### src/rtl/prad_pkg.sv
package prad_pkg;
   typedef enum logic [1:0] {
      PRAD_OFF   = 2'd0,
      PRAD_TOR   = 2'd1,
      PRAD_NA4   = 2'd2,
      PRAD_NAPOT = 2'd3
   } prad_mode_e;
endpackage

### src/rtl/prad_ones_count.sv
// Priority encoder: number of consecutive ones starting at bit 0.
module prad_ones_count #(
   parameter int AREG_W = 32,
   localparam int CW = $clog2(AREG_W + 1),
   localparam int IW = $clog2(AREG_W)
) (
   input  logic [AREG_W-1:0] vec_i,
   output logic [CW-1:0]     cnt_o
);
   generate
      if (AREG_W < 2) begin : g_bad_width
         $error("prad_ones_count: AREG_W must be at least 2");
      end
   endgenerate

   always_comb begin
      cnt_o = CW'(AREG_W);
      for (int i = AREG_W - 1; i >= 0; i--) begin
         if (!vec_i[i]) cnt_o = CW'(i);
      end
   end

   // the bit just above the counted ones is zero and all below are one
   always_comb begin
      if (int'(cnt_o) < AREG_W) begin
         a_r7_first_zero: assert (!vec_i[cnt_o[IW-1:0]])
            else $error("count does not land on a zero bit");
      end
      if (cnt_o != '0) begin
         a_r7_low_ones: assert (vec_i[cnt_o[IW-1:0] - IW'(1)])
            else $error("bit below count is not one");
      end
   end
endmodule

### src/rtl/prad_napot.sv
// Power-of-two region decode from a trailing-ones count.
module prad_napot #(
   parameter int AREG_W = 32,
   localparam int CW   = $clog2(AREG_W + 1),
   localparam int PA_W = AREG_W + 2
) (
   input  logic [AREG_W-1:0] areg_i,
   input  logic [CW-1:0]     cnt_i,
   output logic [PA_W-1:0]   base_o,
   output logic [PA_W-1:0]   last_o
);
   logic [AREG_W-1:0] span;   // register bits covered by the region

   generate
      for (genvar i = 0; i < AREG_W; i++) begin : g_span
         assign span[i] = (CW'(i) <= cnt_i);
      end
   endgenerate

   assign base_o = {areg_i & ~span, 2'b00};
   assign last_o = {areg_i | span, 2'b11};

   // region is ordered and its base is aligned to its size
   always_comb begin
      a_r7_ordered: assert (base_o <= last_o)
         else $error("napot base above end");
      a_r7_aligned: assert (((last_o - base_o) & base_o) == '0)
         else $error("napot base not aligned to region size");
   end
endmodule

### src/rtl/prad_linear.sv
// TOR and NA4 range arithmetic with clamping at both ends of the space.
module prad_linear #(
   parameter int AREG_W = 32,
   localparam int PA_W = AREG_W + 2
) (
   input  logic [AREG_W-1:0] this_i,
   input  logic [AREG_W-1:0] prev_i,
   output logic [PA_W-1:0]   tor_start_o,
   output logic [PA_W-1:0]   tor_end_o,
   output logic              tor_ok_o,
   output logic [PA_W-1:0]   word_start_o,
   output logic [PA_W-1:0]   word_end_o
);
   logic [PA_W:0] word_sum;

   function automatic logic [PA_W-1:0] clamp_top(input logic [PA_W:0] x);
      return x[PA_W] ? {PA_W{1'b1}} : x[PA_W-1:0];
   endfunction

   assign tor_start_o  = {prev_i, 2'b00};
   assign tor_end_o    = (this_i == '0) ? '0 : ({this_i, 2'b00} - PA_W'(1));
   assign tor_ok_o     = (this_i > prev_i);
   assign word_start_o = {this_i, 2'b00};
   assign word_sum     = {1'b0, this_i, 2'b00} + (PA_W + 1)'(3);
   assign word_end_o   = clamp_top(word_sum);

   // an empty TOR range is flagged unusable and never wraps
   always_comb begin
      if (this_i == '0) begin
         a_r4_no_wrap: assert (tor_end_o == '0 && !tor_ok_o)
            else $error("tor end wrapped");
      end
      if (tor_ok_o) begin
         a_r3_tor_order: assert (tor_start_o <= tor_end_o)
            else $error("usable tor range inverted");
      end
   end
endmodule

### src/rtl/prad_decoder.sv
module prad_decoder
   import prad_pkg::*;
#(
   parameter int AREG_W = 32,
   localparam int PA_W = AREG_W + 2,
   localparam int CW   = $clog2(AREG_W + 1)
) (
   input  logic [1:0]        mode_i,
   input  logic [AREG_W-1:0] this_addr_i,
   input  logic [AREG_W-1:0] prev_addr_i,
   output logic [PA_W-1:0]   start_o,
   output logic [PA_W-1:0]   end_o,
   output logic              valid_o
);
   prad_mode_e        mode;
   logic [CW-1:0]     ones;
   logic [PA_W-1:0]   np_base, np_last;
   logic [PA_W-1:0]   tor_s, tor_e, na_s, na_e;
   logic              tor_ok;

   assign mode = prad_mode_e'(mode_i);

   prad_ones_count #(.AREG_W(AREG_W)) u_count (
      .vec_i (this_addr_i),
      .cnt_o (ones)
   );

   prad_napot #(.AREG_W(AREG_W)) u_napot (
      .areg_i (this_addr_i),
      .cnt_i  (ones),
      .base_o (np_base),
      .last_o (np_last)
   );

   prad_linear #(.AREG_W(AREG_W)) u_linear (
      .this_i       (this_addr_i),
      .prev_i       (prev_addr_i),
      .tor_start_o  (tor_s),
      .tor_end_o    (tor_e),
      .tor_ok_o     (tor_ok),
      .word_start_o (na_s),
      .word_end_o   (na_e)
   );

   // mode selects one of the decoded ranges
   always_comb begin
      unique case (mode)
         PRAD_TOR:   begin start_o = tor_s;   end_o = tor_e;   valid_o = tor_ok; end
         PRAD_NA4:   begin start_o = na_s;    end_o = na_e;    valid_o = 1'b1;   end
         PRAD_NAPOT: begin start_o = np_base; end_o = np_last; valid_o = 1'b1;   end
         default:    begin start_o = '0;      end_o = '1;      valid_o = 1'b0;   end
      endcase
   end

   always_comb begin
      if (mode_i == 2'd0) begin
         a_r2_off_unusable: assert (!valid_o)
            else $error("disabled entry flagged usable");
      end
      if (mode_i == 2'd2) begin
         a_r6_word_span: assert (end_o - start_o == PA_W'(3))
            else $error("word region not four bytes");
      end
      if (mode_i == 2'd3 && this_addr_i == '1) begin
         a_r8_full_space: assert (start_o == '0 && end_o == '1)
            else $error("all-ones region not full space");
      end
   end
endmodule

### config.mk
export PLATFORM = sky130hd
export DESIGN_NAME = prad_decoder
export DESIGN_NICKNAME = d
export VERILOG_FILES = /design/src/rtl/prad_pkg.sv /design/src/rtl/prad_ones_count.sv /design/src/rtl/prad_napot.sv /design/src/rtl/prad_linear.sv /design/src/rtl/prad_decoder.sv
export SDC_FILE = /design/constraint.sdc
export NUM_CORES = 1
export LEC_CHECK = 0
export CAP_MARGIN = 20
export CELL_PAD_IN_SITES_DETAIL_PLACEMENT = 0
export CELL_PAD_IN_SITES_GLOBAL_PLACEMENT = 1
export CORE_AREA = 2 2 108 110
export DETAILED_ROUTE_END_ITERATION = 10
export DIE_AREA = 0 0 110 112
export PLACE_DENSITY = 0.9
export SETUP_SLACK_MARGIN = 0.1
export SYNTH_ARGS = -nofsm -noshare
export SYNTH_HDL_FRONTEND = slang
export SYNTH_SLANG_ARGS = --single-unit
### constraint.sdc
create_clock -name vclk -period 5.74
set_clock_uncertainty 0.15 [all_clocks]
set_input_delay 1.435 -clock vclk [all_inputs]
set_output_delay 1.435 -clock vclk [all_outputs]
set_load 0.05 [all_outputs]
### Yosys cells after proc, flatten, opt, wreduce, memory -nomap -nowiden

Index checks and enable logic that the tools add are counted.

| cells by class | value |
|---|---|
| multiplexer cells | 37 |
| div/mod/pow operators | 0 |
| shift-type cells | 0 |
| bitwise operators | 3 |
| reductions and logical operators | 2 |
| add/sub/neg operators | 2 |
| $lt $le $gt $ge | 33 |
| equal/unequal tests | 3 |
| multipliers | 0 |

Operators with widths:

| operator | count |
|---|---|
| $pmux 34 s3 | 2 |
| $mux 6 | 32 |
| $le 5x6->1 const A | 16 |
| $mux 34 | 2 |
| $le 4x6->1 const A | 8 |
| $add 34x2->35 const B | 1 |
| $sub 34x1->34 const B | 1 |
| $and 32x32->32 | 1 |
| $gt 32x32->1 | 1 |
| $logic_not 32->1 | 1 |
| $not 32->32 | 1 |
| $or 32x32->32 | 1 |
| $le 3x6->1 const A | 4 |
| $le 1x6->1 const A | 2 |
| $le 2x6->1 const A | 2 |
| $eq 2x2->1 const B | 2 |
| $eq 2x1->1 const B | 1 |
| $pmux 1 s2 | 1 |
| $reduce_or 2->1 | 1 |

| storage, ports and cells | value |
|---|---|
| RAM bits | 0 |
| memory bits (read-only) | 0 |
| latch bits | 0 |
| bits of input ports | 66 |
| word-level logic and storage cells | 80 |
| output and inout port bits | 69 |
| register bits | 0 |
| memories | 0 |

### Depth between registers and ports, before layout

Gate-level depths: netlist (run 1).

| logic depth | value |
|---|---|
| depth in word-level cells | 36 |
| mapped depth | 11 |
| mapped depth without buffers | 9 |

### Modules after synthesis

Synthesis (run 1) repeated with hierarchy kept, for this count alone.

| second synthesis, totals | value |
|---|---|
| cells, all modules | 694 |
| area, all modules | 5191.2 um2 |

Modules (own cells, without submodules):

| module | area each (um2) | instances | cells each | seq. area each (um2) |
|---|---|---|---|---|
| prad_linear | 2363.5 | 1 | 345 | 0.0 |
| prad_decoder | 1671.6 | 1 | 163 | 0.0 |
| prad_napot | 783.3 | 1 | 119 | 0.0 |
| prad_ones_count | 372.9 | 1 | 67 | 0.0 |

### Least setup slack after synthesis (run 1)

No wires, ideal clock.

| timing | value |
|---|---|
| path type | in2out |
| start point | in this_addr_i[28] |
| end point | out start_o[25] |
| arrival time | 4332 ps |
| setup slack | -177 ps |
| data required time | 4155 ps |
| stages on the path | 9 |
| path buffers | 2 |
| cells stage by stage | clkbuf_1 -> nand4_1 -> nor2b_1 -> o31ai_1 -> a21oi_1 -> and2_1 -> clkbuf_1 -> and3_1 -> o31ai_1 |

| on the way | value |
|---|---|
| longest elaborated chain between the ends | 33 |

RTL lines:

| item | line | source |
|---|---|---|
| start, declared | prad_decoder.sv:9 | `input logic [AREG_W-1:0] this_addr_i,` |
| $mux 6 (29 in a row) | prad_ones_count.sv:19 | `if (!vec_i[i]) cnt_o = CW'(i);` |
| $le 5x6->1 | prad_napot.sv:16 | `assign span[i] = (CW'(i) <= cnt_i);` |
| $not 32->32 | prad_napot.sv:20 | `assign base_o = {areg_i & ~span, 2'b00};` |
| $and 32x32->32 | prad_napot.sv:20 |  |
| $pmux 34 s3 | prad_decoder.sv:47 | `unique case (mode)` |
| end, declared | prad_decoder.sv:11 | `output logic [PA_W-1:0] start_o,` |

No other way between the ends.

### Final worst setup path (run 1)

| timing | value |
|---|---|
| start point | in this_addr_i[12] |
| end point | out start_o[15] |

| on the way | value |
|---|---|
| longest elaborated chain between the ends | 17 |

RTL lines:

| item | line |
|---|---|
| $mux 6 (13 in a row) | prad_ones_count.sv:19 |
| $le 4x6->1 | prad_napot.sv:16 |
| $not 32->32 | prad_napot.sv:20 |
| $and 32x32->32 | prad_napot.sv:20 |
| $pmux 34 s3 | prad_decoder.sv:47 |

No other way between the ends.

==> results.ini, run 1 <==
[run_status]
status = finished clean

[cells_and_area]
num_antenna_cells = 0
final_util = 0.550
seq_cells = 0
fin_nets = 846
regArea_um2 = 0
nClkBuffers = 0
stdcell_count = 887
multi_input_area_mm2 = 0.00320
area_growth_pct = 86.2
n_fill_cell = 1026
drive_gt1_frac = 0.278

[drt]
drtPass1Iterations = 7
drt_iter0_drc = 776
vias_per_cell = 6.30
wl_mm = 17.8
met3_length_mm = 1.95
drc = 0
routed.top_layer = met4
ant_nets = 0
met2_length_mm = 8.04
num_vias = 5585
wl_per_cell_um = 20.0
wl_met1_mm = 6.82

[power]
peakVddDrop_mv = 0.0650
p_leak_nw = 2.74
power_mw = 0.580
p_per_area_mw_per_mm2 = 94.4

[timing]
fmax_mhz = 179
setup_violations = 0
fin_crit_ns = 5.60
rsz0062_at_grt = true
tns_ns = 0
post-route-period-util = 0.976
slew_violations = 0
slew_headroom = 0.583
tightest_slew_ns = 0.625
hold_viol = 0

[setup_path]
cpPeakStageDelay_ns = 0.74
cp_slowest_cell = clkdlybuf4s50_1
crit_type = input port to output port
crit_chain = clkdlybuf4s50_1, inv_1, o21ai_0, a21oi_1, a221oi_2, buf_4, a21oi_1, o211ai_1, o21ai_0, buf_12
worst-path-max-fanout = 9
end_kind = output port
worstPathArrival_ns = 4.02
worst_path_dominant_cell_family = compound AO/OA/AOI/OAI gates
cp.required_ns = 4.16
path_buf_inv = 4
critPathLaunchType = input port

[global_routing]
grt_pass1_wl_mm = 27.7
grt_usage = 0.276
grt_max_degree = 49
first_global_vias = 5455
grt.overflow.total = 0
antenna_found_initial = 0

[placement]
post-place-cells = 880
place_congestion = 1.04
portBuffers = 133
hpwl_mm = 13.6

[synthesis]
yosysMostFrequentCell = nand2_1
ys_types = 54
synth_top_area_frac = 0.129
synth_common_cells = nand2_1, a21oi_1, o21ai_0, nor2_1, inv_1
synth_seq_area_share = 0
syn_area_mm2 = 0.00330
synth.area.top_cells = ha_1, a21oi_1, o21ai_0
synth_warnings = 0
avgSynthCellArea_um2 = 5.85
yosysTopAreaCell = ha_1
netlist_instances = 564

[floorplan]
die_h_um = 112
rows = 39
start_util = 0.295
dieArea_mm2 = 0.0123
die_w_um = 110
boundaryPins = 135
core_area_mm2 = 0.0112

[hold_path]
worstHoldEndpoint = start_o[33]
worst_hold_path.num_cells = 4
hold_class = input port to output port
min-delay-start = this_addr_i[31]

[run]
cap_violations = 0

[clocking]
ctsHoldBuffers = 0

==> per-stage QoR <==
step | hold slack, ns | area (um2) | worst slack (ns)
detailed placement | 3.48 | 5820 | -0.158
CTS | 3.45 | 5890 | 0.0512
floorplan | 3.00 | 3320 | 0.182
global placement | 3.48 | 5820 | -0.123
global route | 3.31 | 6150 | 0.0486
finish | 3.27 | 6150 | 0.140
==> metal layers <==
metal / GRT usage / up-vias
li1: - / 2493
met1: 0.356 / 2554
met2: 0.454 / 436
met3: 0.0404 / 102
met4: 0.116 / 0
met5: 0 / -
==> what timing repair did <==
action	in CTS	in global routing
gates cloned	1	0
resized for setup	19	57
endpoints found under the setup margin	35	42
pin swaps	6	15
hold endpoints to repair	0	0
setup buffers	0	5
==> power by group <==
| part | switching [mW] | internal (mW) | leakage (nW) | total [mW] |
|---|---|---|---|---|
| Combinational | 0.327 | 0.254 | 2.74 | 0.580 |
| Sequential | 0 | 0 | 0 | 0 |
| Clock | 0 | 0 | 0 | 0 |
| Total | 0.327 | 0.254 | 2.74 | 0.580 |
==> cells in the final DEF (no fill, tap or decap), drive strengths merged, types with 20 or more instances in the layout <==
cell           netlist  routed
ha                  34      34
o21ai               50      50
a21oi               53      53
buf                 10     155
nand3               34      34
clkdlybuf4s50        0      47
nand2               58      59
nor2                45      45
inv                 43      43
nor3                28      28
nand4               20      20
==> cell type report <==
| class | count | share of cell area |
|---|---|---|
| Multi-Input combinational cell | 478 | 0.520 |
| Timing Repair Buffer | 222 | 0.424 |
| Tap cell | 143 | 0.0291 |
| Inverter | 44 | 0.0269 |
==> tightest hold or removal path, cell delays in order <==
cell and delay (ns):
dlymetal6s2s_1 0.19, nand2_1 0.09, o22ai_1 0.11, buf_12 0.16
==> worst max-delay path by stage <==
stage | to | start | slack (ns) | depth (start not counted)
detailed placement | end_o[19] | this_addr_i[27] | -0.16 | 9
global placement | end_o[19] | this_addr_i[27] | -0.12 | 9
finish | start_o[15] | this_addr_i[12] | 0.14 | 10
global route | valid_o | prev_addr_i[30] | 0.05 | 13
CTS | end_o[31] | this_addr_i[22] | 0.05 | 10
floorplan | end_o[4] | this_addr_i[25] | 0.18 | 9
==> kinds of logic after synthesis <==
| logic type | count (synthesis) | share of synthesized area |
|---|---|---|
| AOI/OAI and AO/OA | 204 | 0.401 |
| adders and majority gates | 34 | 0.129 |
| and+or+nand+nor | 236 | 0.360 |
| buffers and inverters | 88 | 0.107 |
| other | 1 | 0.00114 |
| xor gates and xnor gates | 1 | 0.00265 |
(Power assumes the default switching activity.)
==> inputs of run 2 (changes only) <==
==> constraint.sdc (replaced) <==
create_clock -name vclk -period 6.1
set_clock_uncertainty 0.15 [all_clocks]
set_input_delay 1.525 -clock vclk [all_inputs]
set_output_delay 1.525 -clock vclk [all_outputs]
set_load 0.05 [all_outputs]
==> results.ini, run 2 (same netlist as run 1, synthesis figures left out) <==
[placement]
portBuffers = 133
place_congestion = 1.07
hpwl_mm = 13.5

[timing]
slew_violations = 0
slew_headroom = 0.343
tightest_slew_ns = 0.984
finalHoldWorstSlack_ns = 3.52
fmax_mhz = 168
setup_violations = 0
rsz0062_at_grt = false
post-route-period-util = 0.977
hold_viol = 0
fin_crit_ns = 5.96

[floorplan]
dieArea_mm2 = 0.0123
die_w_um = 110
rows = 39
die_h_um = 112
boundaryPins = 135
start_util = 0.295
core_area_mm2 = 0.0112

[cells_and_area]
nClkBuffers = 0
final_util = 0.526
drive_gt1_frac = 0.230
fin_nets = 837
regArea_um2 = 0
area_growth_pct = 78.1
layout_common_cells = buf_4, clkdlybuf4s50_1, nand2_1, buf_12, a21oi_1
seq_cells = 0
final_common_cell = buf_4
num_antenna_cells = 0

[drt]
wl_mm = 17.3
drc = 0
drt_iter0_drc = 793
ant_nets = 0
drtPass1Iterations = 6
num_vias = 5466
wl_per_cell_um = 19.7
vias_per_cell = 6.23

[global_routing]
antenna_found_initial = 0
grt.overflow.total = 0
grt_usage = 0.271
first_global_vias = 5235
grt_pass1_wl_mm = 27.0
grt_max_degree = 49

[setup_path]
critPathLaunchType = input port
cp.required_ns = 4.43
end_kind = output port
worst-path-max-fanout = 4
worstPathArrival_ns = 4.29
crit_type = input port to output port

[power]
power_mw = 0.531
p_leak_nw = 2.60
p_per_area_mw_per_mm2 = 90.3
peakVddDrop_mv = 0.0533

[run]
cap_violations = 0

[run_status]
status = finished clean

[clocking]
ctsHoldBuffers = 0

[hold_path]
hold_class = input port to output port
worst_hold_path.num_cells = 3
min-delay-start = this_addr_i[30]
worstHoldEndpoint = start_o[32]

run 2: changes by cell type in the layout (fill, tap and decap cells not counted), sizes merged:
cell | before | now
buf | 155 | 147
bufbuf | 1 | 0
clkdlybuf4s15 | 1 | 0
dlymetal6s2s | 14 | 8
clkdlybuf4s50 | 47 | 58
clkbuf | 3 | 0
dlygate4sd2 | 1 | 0
run 2: through the flow:
step                      instance area, um2  std cells  TNS (ns)  worst slack, ns
after floorplan                         3310        565         0            0.183
after global placement                  5720        870         0           0.0420
after detailed placement                5720        870   -0.0399          -0.0244
after CTS                               5780        875         0           0.0938
after global routing                    5880        878         0            0.106
final                                   5880        878         0            0.139
run 2: area by class of cell:
class	instances	area (um2)
multi-input cells	478	3030
well taps	143	179
inverters	44	165
fillers	1047	5300
repair buffers	213	2510
run 2: power breakdown:
part	switching, mW	internal (mW)
sequential	0	0
clock	0	0
combinational	0.298	0.233
total	0.298	0.233
run 2: worst max path at each step:
stage                               start   endpoint  slack, ns
after floorplan           this_addr_i[11]  end_o[16]       0.18
after global placement    this_addr_i[27]  end_o[19]       0.04
after detailed placement  this_addr_i[27]  end_o[23]      -0.02
after CTS                 this_addr_i[27]  end_o[31]       0.09
after global routing      this_addr_i[19]  end_o[33]       0.11
final                     this_addr_i[19]  end_o[33]       0.14
run 2: critical path, stage by stage:
cell             delay (ns)
clkdlybuf4s50_1        0.49
nor4_2                 0.27
buf_4                  0.19
nand3b_1               0.18
buf_4                  0.22
or3_1                  0.45
or3_1                  0.38
a21oi_1                0.20
o211ai_1               0.18
buf_12                 0.20
run 2: per-layer routing:
layer	track usage	wire, um	vias up
met5	0	0	-
met4	0.116	853	0
met3	0.0427	2120	101
met2	0.434	7810	484
met1	0.354	6500	2419
li1	-	-	2462
run 2: what timing repair did:
item                                    4_1_cts  5_1_grt
gates resized for setup                       9       29
endpoints found under the setup margin       18       30
cloned                                        1        1
pin swaps                                     3       11
buffers inserted                              4        2
